**src/rtl/zbt_pkg.sv**
```systemverilog
`timescale 1ns/1ps
package zbt_pkg;
   // largest address width the behavioural array may elaborate with
   localparam int ZBT_MAX_ADDR_W = 12;

   // kind of operation sitting in a pipeline slot
   typedef enum logic [1:0] {
      SLOT_EMPTY = 2'd0,
      SLOT_READ  = 2'd1,
      SLOT_WRITE = 2'd2
   } slot_e;
endpackage

```
**src/rtl/zbt_burst_seq.sv**
```systemverilog
`timescale 1ns/1ps
module zbt_burst_seq #(
   parameter int ADDR_W  = 6,
   parameter int BURST_W = 2
) (
   input  logic              clk,
   input  logic              rst_n,
   input  logic              en,
   input  logic              burst_cont,
   input  logic              sel_ok,
   input  logic              nap,
   input  logic              wr_n,
   input  logic              order_xor,
   input  logic [ADDR_W-1:0] addr,
   output logic              cmd_valid,
   output logic              cmd_wr,
   output logic [ADDR_W-1:0] cmd_addr
);
   logic              act_q;
   logic              wr_q;
   logic [ADDR_W-1:0] base_q;
   logic [BURST_W-1:0] cnt_q;

   logic [BURST_W-1:0] base_lo;
   logic [BURST_W-1:0] nxt_cnt;
   logic [BURST_W-1:0] step_lo;
   logic [ADDR_W-1:0]  cont_addr;

   assign base_lo = base_q[BURST_W-1:0];
   assign nxt_cnt = cnt_q + BURST_W'(1);
   assign step_lo = order_xor ? (base_lo ^ nxt_cnt) : (base_lo + nxt_cnt);

   // upper address bits only exist when the array is wider than a burst
   if (ADDR_W > BURST_W) begin : g_upper
      assign cont_addr = {base_q[ADDR_W-1:BURST_W], step_lo};
   end else begin : g_flat
      assign cont_addr = step_lo;
   end

   always_comb begin
      if (!burst_cont) begin
         cmd_valid = sel_ok;
         cmd_wr    = !wr_n;
         cmd_addr  = addr;
      end else begin
         cmd_valid = act_q && !nap;
         cmd_wr    = wr_q;
         cmd_addr  = cont_addr;
      end
   end

   always_ff @(posedge clk or negedge rst_n) begin
      if (!rst_n) begin
         act_q  <= 1'b0;
         wr_q   <= 1'b0;
         base_q <= '0;
         cnt_q  <= '0;
      end else if (en) begin
         if (!burst_cont) begin
            act_q  <= sel_ok;
            wr_q   <= !wr_n;
            base_q <= addr;
            cnt_q  <= '0;
         end else if (cmd_valid) begin
            cnt_q <= nxt_cnt;
         end else begin
            act_q <= 1'b0;
         end
      end
   end

   // a continue after a read load stays a read whatever wr_n shows
   a_r4_type_kept: assert property (@(posedge clk) disable iff (!rst_n)
      (en && !burst_cont && sel_ok && wr_n) ##1 (en && burst_cont && !nap)
      |-> (cmd_valid && !cmd_wr));

   // a continue following a deselect never yields an operation
   a_r6_cont_desel: assert property (@(posedge clk) disable iff (!rst_n)
      (en && !burst_cont && !sel_ok) ##1 (en && burst_cont) |-> !cmd_valid);
endmodule

```
**src/rtl/zbt_array.sv**
```systemverilog
`timescale 1ns/1ps
module zbt_array #(
   parameter int ADDR_W = 6,
   parameter int LANES  = 4,
   parameter int LANE_W = 9,
   localparam int DW    = LANES * LANE_W,
   localparam int DEPTH = 1 << ADDR_W
) (
   input  logic              clk,
   input  logic              we,
   input  logic [ADDR_W-1:0] waddr,
   input  logic [LANES-1:0]  lane_we,
   input  logic [DW-1:0]     wdata,
   input  logic [ADDR_W-1:0] raddr,
   output logic [DW-1:0]     rdata
);
   logic [DW-1:0] mem [DEPTH];

   always_ff @(posedge clk) begin
      if (we) begin
         for (int l = 0; l < LANES; l++) begin
            if (lane_we[l]) mem[waddr][l*LANE_W +: LANE_W] <= wdata[l*LANE_W +: LANE_W];
         end
      end
   end

   assign rdata = mem[raddr];
endmodule

```
**src/rtl/zbt_late_pipe.sv**
```systemverilog
`timescale 1ns/1ps
module zbt_late_pipe import zbt_pkg::*; #(
   parameter int ADDR_W    = 6,
   parameter int LANES     = 4,
   parameter int LANE_W    = 9,
   parameter bit BYPASS_EN = 1'b1,
   localparam int DW       = LANES * LANE_W
) (
   input  logic              clk,
   input  logic              rst_n,
   input  logic              en,
   input  logic              cmd_valid,
   input  logic              cmd_wr,
   input  logic [ADDR_W-1:0] cmd_addr,
   input  logic [LANES-1:0]  lane_wr_n,
   input  logic [DW-1:0]     wr_data,
   input  logic              drive_n,
   input  logic [DW-1:0]     arr_q,
   output logic [ADDR_W-1:0] arr_raddr,
   output logic              arr_we,
   output logic [ADDR_W-1:0] arr_waddr,
   output logic [LANES-1:0]  arr_lane_we,
   output logic [DW-1:0]     arr_wdata,
   output logic [DW-1:0]     rd_data,
   output logic              rd_drive
);
   slot_e             s1_k, s2_k;
   logic [ADDR_W-1:0] s1_a, s2_a;
   logic [LANES-1:0]  s1_bw, s2_bw;
   logic              out_v;
   logic [DW-1:0]     out_q;
   logic [DW-1:0]     merged;
   logic              hit;

   // stage 1 reads the array; stage 2 commits with the late data
   assign arr_raddr   = s1_a;
   assign arr_we      = en && (s2_k == SLOT_WRITE);
   assign arr_waddr   = s2_a;
   assign arr_lane_we = ~s2_bw;
   assign arr_wdata   = wr_data;

   assign hit = (s2_k == SLOT_WRITE) && (s2_a == s1_a);

   if (BYPASS_EN) begin : g_bypass
      for (genvar l = 0; l < LANES; l++) begin : g_lane
         assign merged[l*LANE_W +: LANE_W] = (hit && !s2_bw[l])
            ? wr_data[l*LANE_W +: LANE_W] : arr_q[l*LANE_W +: LANE_W];
      end
   end else begin : g_direct
      assign merged = arr_q;
   end

   always_ff @(posedge clk or negedge rst_n) begin
      if (!rst_n) begin
         s1_k  <= SLOT_EMPTY;
         s2_k  <= SLOT_EMPTY;
         s1_a  <= '0;
         s2_a  <= '0;
         s1_bw <= '1;
         s2_bw <= '1;
         out_v <= 1'b0;
         out_q <= '0;
      end else if (en) begin
         s2_k  <= s1_k;
         s2_a  <= s1_a;
         s2_bw <= s1_bw;
         s1_k  <= !cmd_valid ? SLOT_EMPTY : (cmd_wr ? SLOT_WRITE : SLOT_READ);
         s1_a  <= cmd_addr;
         s1_bw <= lane_wr_n;
         out_v <= (s1_k == SLOT_READ);
         if (s1_k == SLOT_READ) out_q <= merged;
      end
   end

   assign rd_drive = out_v && !drive_n;
   assign rd_data  = rd_drive ? out_q : '0;

   // a write command commits on the second enabled edge after it
   a_r2_late_commit: assert property (@(posedge clk) disable iff (!rst_n)
      (en && cmd_valid && cmd_wr) ##1 en ##1 en |-> arr_we);

   // a read command has its data registered one enabled edge later
   a_r3_read_ready: assert property (@(posedge clk) disable iff (!rst_n)
      (en && cmd_valid && !cmd_wr) ##1 en |=> out_v);

   // a suspended edge leaves every pipeline register untouched
   a_r5_freeze: assert property (@(posedge clk) disable iff (!rst_n)
      !en |=> ($stable(out_q) && $stable(out_v) && $stable(s1_k) && $stable(s2_k)));
endmodule

```
**src/rtl/zbt_sram_core.sv**
```systemverilog
`timescale 1ns/1ps
module zbt_sram_core import zbt_pkg::*; #(
   parameter int ADDR_W    = 6,
   parameter int LANES     = 4,
   parameter int LANE_W    = 9,
   parameter int BURST_W   = 2,
   parameter bit BYPASS_EN = 1'b1,
   localparam int DW       = LANES * LANE_W
) (
   input  logic              clk,
   input  logic              rst_n,
   input  logic              susp,
   input  logic              burst_cont,
   input  logic              sel_a_n,
   input  logic              sel_b,
   input  logic              sel_c_n,
   input  logic              wr_n,
   input  logic [LANES-1:0]  lane_wr_n,
   input  logic              drive_n,
   input  logic              order_xor,
   input  logic              nap,
   input  logic [ADDR_W-1:0] addr,
   input  logic [DW-1:0]     wr_data,
   output logic [DW-1:0]     rd_data,
   output logic              rd_drive
);
   // elaboration-time parameter checks
   if (ADDR_W < 1 || ADDR_W > ZBT_MAX_ADDR_W) begin : g_bad_addr
      $error("zbt_sram_core: ADDR_W out of range");
   end
   if (BURST_W < 1 || BURST_W > ADDR_W) begin : g_bad_burst
      $error("zbt_sram_core: BURST_W must be 1..ADDR_W");
   end
   if (LANES < 1 || LANE_W < 1) begin : g_bad_lane
      $error("zbt_sram_core: lane geometry must be non-zero");
   end

   logic              en;
   logic              sel_ok;
   logic              cmd_valid;
   logic              cmd_wr;
   logic [ADDR_W-1:0] cmd_addr;
   logic [ADDR_W-1:0] arr_raddr;
   logic              arr_we;
   logic [ADDR_W-1:0] arr_waddr;
   logic [LANES-1:0]  arr_lane_we;
   logic [DW-1:0]     arr_wdata;
   logic [DW-1:0]     arr_q;

   assign en     = !susp;
   assign sel_ok = !sel_a_n && sel_b && !sel_c_n && !nap;

   zbt_burst_seq #(.ADDR_W(ADDR_W), .BURST_W(BURST_W)) u_seq (
      .clk        (clk),
      .rst_n      (rst_n),
      .en         (en),
      .burst_cont (burst_cont),
      .sel_ok     (sel_ok),
      .nap        (nap),
      .wr_n       (wr_n),
      .order_xor  (order_xor),
      .addr       (addr),
      .cmd_valid  (cmd_valid),
      .cmd_wr     (cmd_wr),
      .cmd_addr   (cmd_addr)
   );

   zbt_late_pipe #(.ADDR_W(ADDR_W), .LANES(LANES), .LANE_W(LANE_W), .BYPASS_EN(BYPASS_EN)) u_pipe (
      .clk         (clk),
      .rst_n       (rst_n),
      .en          (en),
      .cmd_valid   (cmd_valid),
      .cmd_wr      (cmd_wr),
      .cmd_addr    (cmd_addr),
      .lane_wr_n   (lane_wr_n),
      .wr_data     (wr_data),
      .drive_n     (drive_n),
      .arr_q       (arr_q),
      .arr_raddr   (arr_raddr),
      .arr_we      (arr_we),
      .arr_waddr   (arr_waddr),
      .arr_lane_we (arr_lane_we),
      .arr_wdata   (arr_wdata),
      .rd_data     (rd_data),
      .rd_drive    (rd_drive)
   );

   zbt_array #(.ADDR_W(ADDR_W), .LANES(LANES), .LANE_W(LANE_W)) u_arr (
      .clk     (clk),
      .we      (arr_we),
      .waddr   (arr_waddr),
      .lane_we (arr_lane_we),
      .wdata   (arr_wdata),
      .raddr   (arr_raddr),
      .rdata   (arr_q)
   );

   // deselect then continue-deselect leaves the output undriven
   a_r6_no_output: assert property (@(posedge clk) disable iff (!rst_n)
      (!susp && !burst_cont && (sel_a_n || !sel_b || sel_c_n)) ##1 (!susp && burst_cont) ##1 !susp
      |=> !rd_drive);

   // a command taken while napping produces no read output
   a_r11_nap_quiet: assert property (@(posedge clk) disable iff (!rst_n)
      (nap && !susp) ##1 !susp |=> !rd_drive);

   // with drive disabled nothing reaches the bus
   always_comb begin
      if (rst_n && drive_n) a_r8_undriven: assert (!rd_drive && rd_data == '0);
   end
endmodule

```
**config.mk**
```make
export PLATFORM = sky130hd
export DESIGN_NAME = zbt_sram_core
export DESIGN_NICKNAME = d
export VERILOG_FILES = /design/src/rtl/zbt_pkg.sv /design/src/rtl/zbt_burst_seq.sv /design/src/rtl/zbt_array.sv /design/src/rtl/zbt_late_pipe.sv /design/src/rtl/zbt_sram_core.sv
export SDC_FILE = /design/constraint.sdc
export NUM_CORES = 2
export LEC_CHECK = 0
export BUFFER_PORTS_ARGS = -buffer_cell sky130_fd_sc_hd__buf_4
export CAP_MARGIN = 20
export CORE_UTILIZATION = 35
export DETAILED_ROUTE_END_ITERATION = 8
export GPL_TIMING_DRIVEN = 0
export PLACE_DENSITY_LB_ADDON = 0.2
export SLEW_MARGIN = 20
export SYNTH_ARGS = -nofsm -noshare
export SYNTH_HDL_FRONTEND = slang
export SYNTH_SLANG_ARGS = --single-unit
```
**constraint.sdc**
```tcl
create_clock -name clk -period 5.47 [get_ports clk]
set_clock_uncertainty 0.15 [all_clocks]
set_input_delay 0.2735 -clock clk [delete_from_list [all_inputs] [get_ports clk]]
set_output_delay 0.2735 -clock clk [all_outputs]
set_load 0.02 [all_outputs]
```
==> summary.md <==
| Metric | Value |
|---|---|
| Floorplan row count | about 190 |
| Final Cycle Share | 79.74% |
| Mapped Cells | between 4000 and 5000 |
| Final GP Congestion | 0.8465 |
| GR peak layer | met2 |
| First-pass GRT wire length | approximately 370000 um |
| Setup Fix Bufs, Post-CTS | 0 |
| Synth cell types | 43 |
| Reg area | slightly above 70000 um2 |
| Synth area leader | edfxtp_1 |
| Met3 GRT Util | under 10% |
| H-tree levels | 4 |
| Reg2reg end | u_pipe.out_q[15]$_DFFE_PN0P_ |
| Vias in the first global route | between 40000 and 50000 |
| Avg WL per Cell | ~31 um |
| RSZ-0062 raised after global routing | no |
| Outcome | complete, no violations |
| Num Clock Sinks | roughly 2400 |
| Commonest cells after routing, fill and taps aside | edfxtp_1, mux4_2, mux2_2, clkbuf_16, nor2_1 |
| Detail Placement HPWL | between 150000 and 200000 um |
| Die area | approximately 270000 um2 |
| Tmin final | ~4.4 ns |
| CTS tree | yes |
| Post-synth EDFFs | ~2300 |
| Post-Syn Area per Cell | 21.14 um2 |
| Crit path kind | reg -> reg |
| Final setup fails | 0 |
| Final wirelength | approximately 260000 um |
| FF-to-FF path depth | 10 |
| HP Start | sel_a_n |
| Post-layout util | roughly two fifths |
| Top cell type's share of synthesized area | about three quarters |
| Critical Path End Type | flop |
| Top_reg_cell synth | edfxtp_1 |
| Antenna violations before repair | 4 |
| Vias | around 45000 |
| Worst-case clock buffer depth | 3 |
| Maxcap violations | 0 |
| R2r setup slk | between 1 and 1.5 ns |
| Register bit total from synthesis | approximately 2400 |
| Crit start category | flop |
| Synthesized area | between 90000 and 100000 um2 |
| Fmax | around 230 MHz |
| Least-Margin Pin Slew | 1.203 ns |
| Post-synthesis sequential area ratio | between 70 and 80% |
| Tightest Hold Check Type | in -> reg |
| Fin nets | a little under 5000 |
| Min-Delay Endpoint | u_seq.act_q$_DFFE_PN0P_ |
| CP Cell Sequence | buf_6 > buf_6 > buf_4 > nand2b_1 > clkbuf_1 > clkbuf_1 > o22ai_1 > nor3_1 > o31ai_1 > nand3_1 |
| Setup TNS | 0 ns |
| Share of layout cells above drive strength 1 | 28.59% |
| Starting Density | about a third |
| DRC | 0 |
| Ranking of synthesized cells by area | edfxtp_1, mux4_2, mux2_2 |
| Die height | slightly above 500 um |
| # IOs | 94 |
| DP Area | 97510 um2 |
| Crit path largest cell delay | about 0.8 ns |
| Total CTS buffers | between 200 and 250 |
| Clock slew at reported path FFs | 0.06 ns |
| Crit path arrival time | ~5.0 ns |
| Final instance area | about 110000 um2 |
| DR vias/cell | approximately 5.3 |
| Antenna Nets Post-Route | 0 |
| Crit Path Max Fanout | 10 |
| Largest net degree at the start of global routing | 66 |
| Slew headroom | about a fifth |
| Post-CTS sizing | 0 |
| Worst hold stages | 4 |
| Clk root buf | clkbuf_16 |
| Hold Violations, Final | 0 |
| Async set-reset flop share out of synthesis | approximately 3% |
| P per Cell Area | 392.1 nW/um2 |
| Commonest non-fill, non-tap cell in the layout | edfxtp_1 |
| Area of the multi-input gates | 20180 um2 |
| Clk_lat worst skew | around 0.88 ns |
| First DRT Iteration DRCs | ~4400 |
| Grt met1 use | between 20% and 30% |
| Lkg Pwr | roughly 33 nW |
| Layout fillers | ~23000 |
| Net count after synthesis | roughly 4400 |
| Drt first pass iters | 5 |
| Max stage delay cell, worst path | clkbuf_1 |
| Req. time, crit path | a little over 6 ns |
| Global Route Usage Sum | 19.76% |
| Met2 global-route usage | between 30% and 40% |
| Die X | 515.2 um |
| Core area | ~260000 um2 |
| Peak supply drop | between 0.0003 and 0.0004 V |
| RR Startpoint | u_pipe.arr_raddr[0]$_DFFE_PN0N_ |
| Grt ovf | 0 |
| Synth-to-Final Area Change | 14.97% |
| Port Buf Inserts | around 90 |
| Slew Limit Fails | 0 |
| Synth warn | 0 |
cell usage after synthesis (all sizes together) (6+ instances only):
| master | instances |
|---|---|
| nor2 | 269 |
| o31ai | 37 |
| dfstp | 8 |
| nand2 | 82 |
| o21ai | 10 |
| nand3 | 38 |
| dfrtp | 63 |
| buf | 104 |
| nor3 | 74 |
| o22ai | 144 |
| a221o | 36 |
| mux2i | 7 |
| nor3b | 9 |
| clkbuf | 157 |
| mux2 | 311 |
| edfxtp | 2304 |
| and2 | 36 |
| mux4 | 504 |
| a22oi | 72 |
| a22o | 38 |
| a31oi | 12 |
| nand2b | 9 |
| xor2 | 6 |
logic make-up after synthesis:
group | after synthesis | share of synthesized area (%)
compound gates | 351 | 2.832
xor+xnor | 9 | 0.08553
fa+ha+maj | 1 | 0.01357
buf+inv | 265 | 1.280
flops | 2375 | 77.01
mux | 822 | 16.19
simple gates | 537 | 2.592
critical path: cells and delay by family, from the launching register on:
kind / cells / cell delay [ns]
buffers and inverters: 5 / 2.11
AND/OR/NAND/NOR: 3 / 1.11
AO/OA/AOI/OAI: 2 / 0.55
flip-flops: 1 / 0.34
sequential cells by signal, indices dropped and copies added (netlist names):
register	count
u_seq.cnt_q	2
u_pipe.s2_bw	4
u_seq.base_q	6
u_pipe.s2_k	2
u_pipe.s1_bw	4
u_pipe.arr_raddr	6
u_seq.act_q	1
u_arr.mem	2304
u_pipe.s1_k	2
u_pipe.out_q	36
u_pipe.out_v	1
u_seq.wr_q	1
u_pipe.arr_waddr	6
how the worst max path moves through the flow:
stage / startpoint / endpoint / slack [ns] / cells after the start
6_report: u_pipe.arr_raddr[0]$_DFFE_PN0N_ / u_pipe.out_q[15]$_DFFE_PN0P_ / 1.11 / 10
4_1_cts: u_pipe.arr_raddr[0]$_DFFE_PN0N_ / u_pipe.out_q[15]$_DFFE_PN0P_ / 1.07 / 10
2_1_floorplan: u_pipe.arr_raddr[2]$_DFFE_PN0N_ / u_pipe.out_q[17]$_DFFE_PN0P_ / 3.03 / 7
3_5_place_dp: u_pipe.arr_raddr[0]$_DFFE_PN0N_ / u_pipe.out_q[15]$_DFFE_PN0P_ / 1.09 / 10
5_1_grt: u_pipe.arr_raddr[0]$_DFFE_PN0N_ / u_pipe.out_q[15]$_DFFE_PN0P_ / 1.0 / 10
3_3_place_gp: u_pipe.arr_waddr[2]$_DFFE_PN0N_ / u_arr.mem[28][6]$_DFFE_PP_ / 0.57 / 4
timing repair:
item,CTS,global route
endpoints found under the setup margin,0,0
hold buffers,68,0
endpoints found under the hold margin,2428,0
layer usage:
layer  vias up  wire [um]
met2      1388     130000
met3       339      13830
met1     24455     111500
met5         -          9
met4         2       7612
li1      19034          -
cell type report:
type,count,share of cell area (%)
Sequential cell,2375,66.98
Multi-Input combinational cell,1720,19.05
Clock buffer,304,6.014
Tap cell,3515,4.151
Timing Repair Buffer,172,1.398
Clock inverter,141,1.260
Buffer,261,1.125
Inverter,4,0.01417
Antenna cell,3,0.007085
report_power, final:
group          switching (mW)  leakage (nW)  internal (mW)  total, mW
registers               0.158          21.6           20.1       20.2
clock network            6.99          3.78           9.28       16.3
logic                    3.03          7.20           2.00       5.03
stage by stage:
stage               std cells  setup slack, ns  power, mW  hold slack (ns)
floorplan                4360            3.027      23.48          -0.1721
global placement         7967           0.5744      25.60           0.3009
detailed placement       7975            1.094      25.67           0.3095
CTS                      8488            1.069      41.89          0.04745
global route             8492           0.9996      42.74           0.1167
finish                   8495            1.108      41.54           0.1245
(Power assumes the default switching activity.)
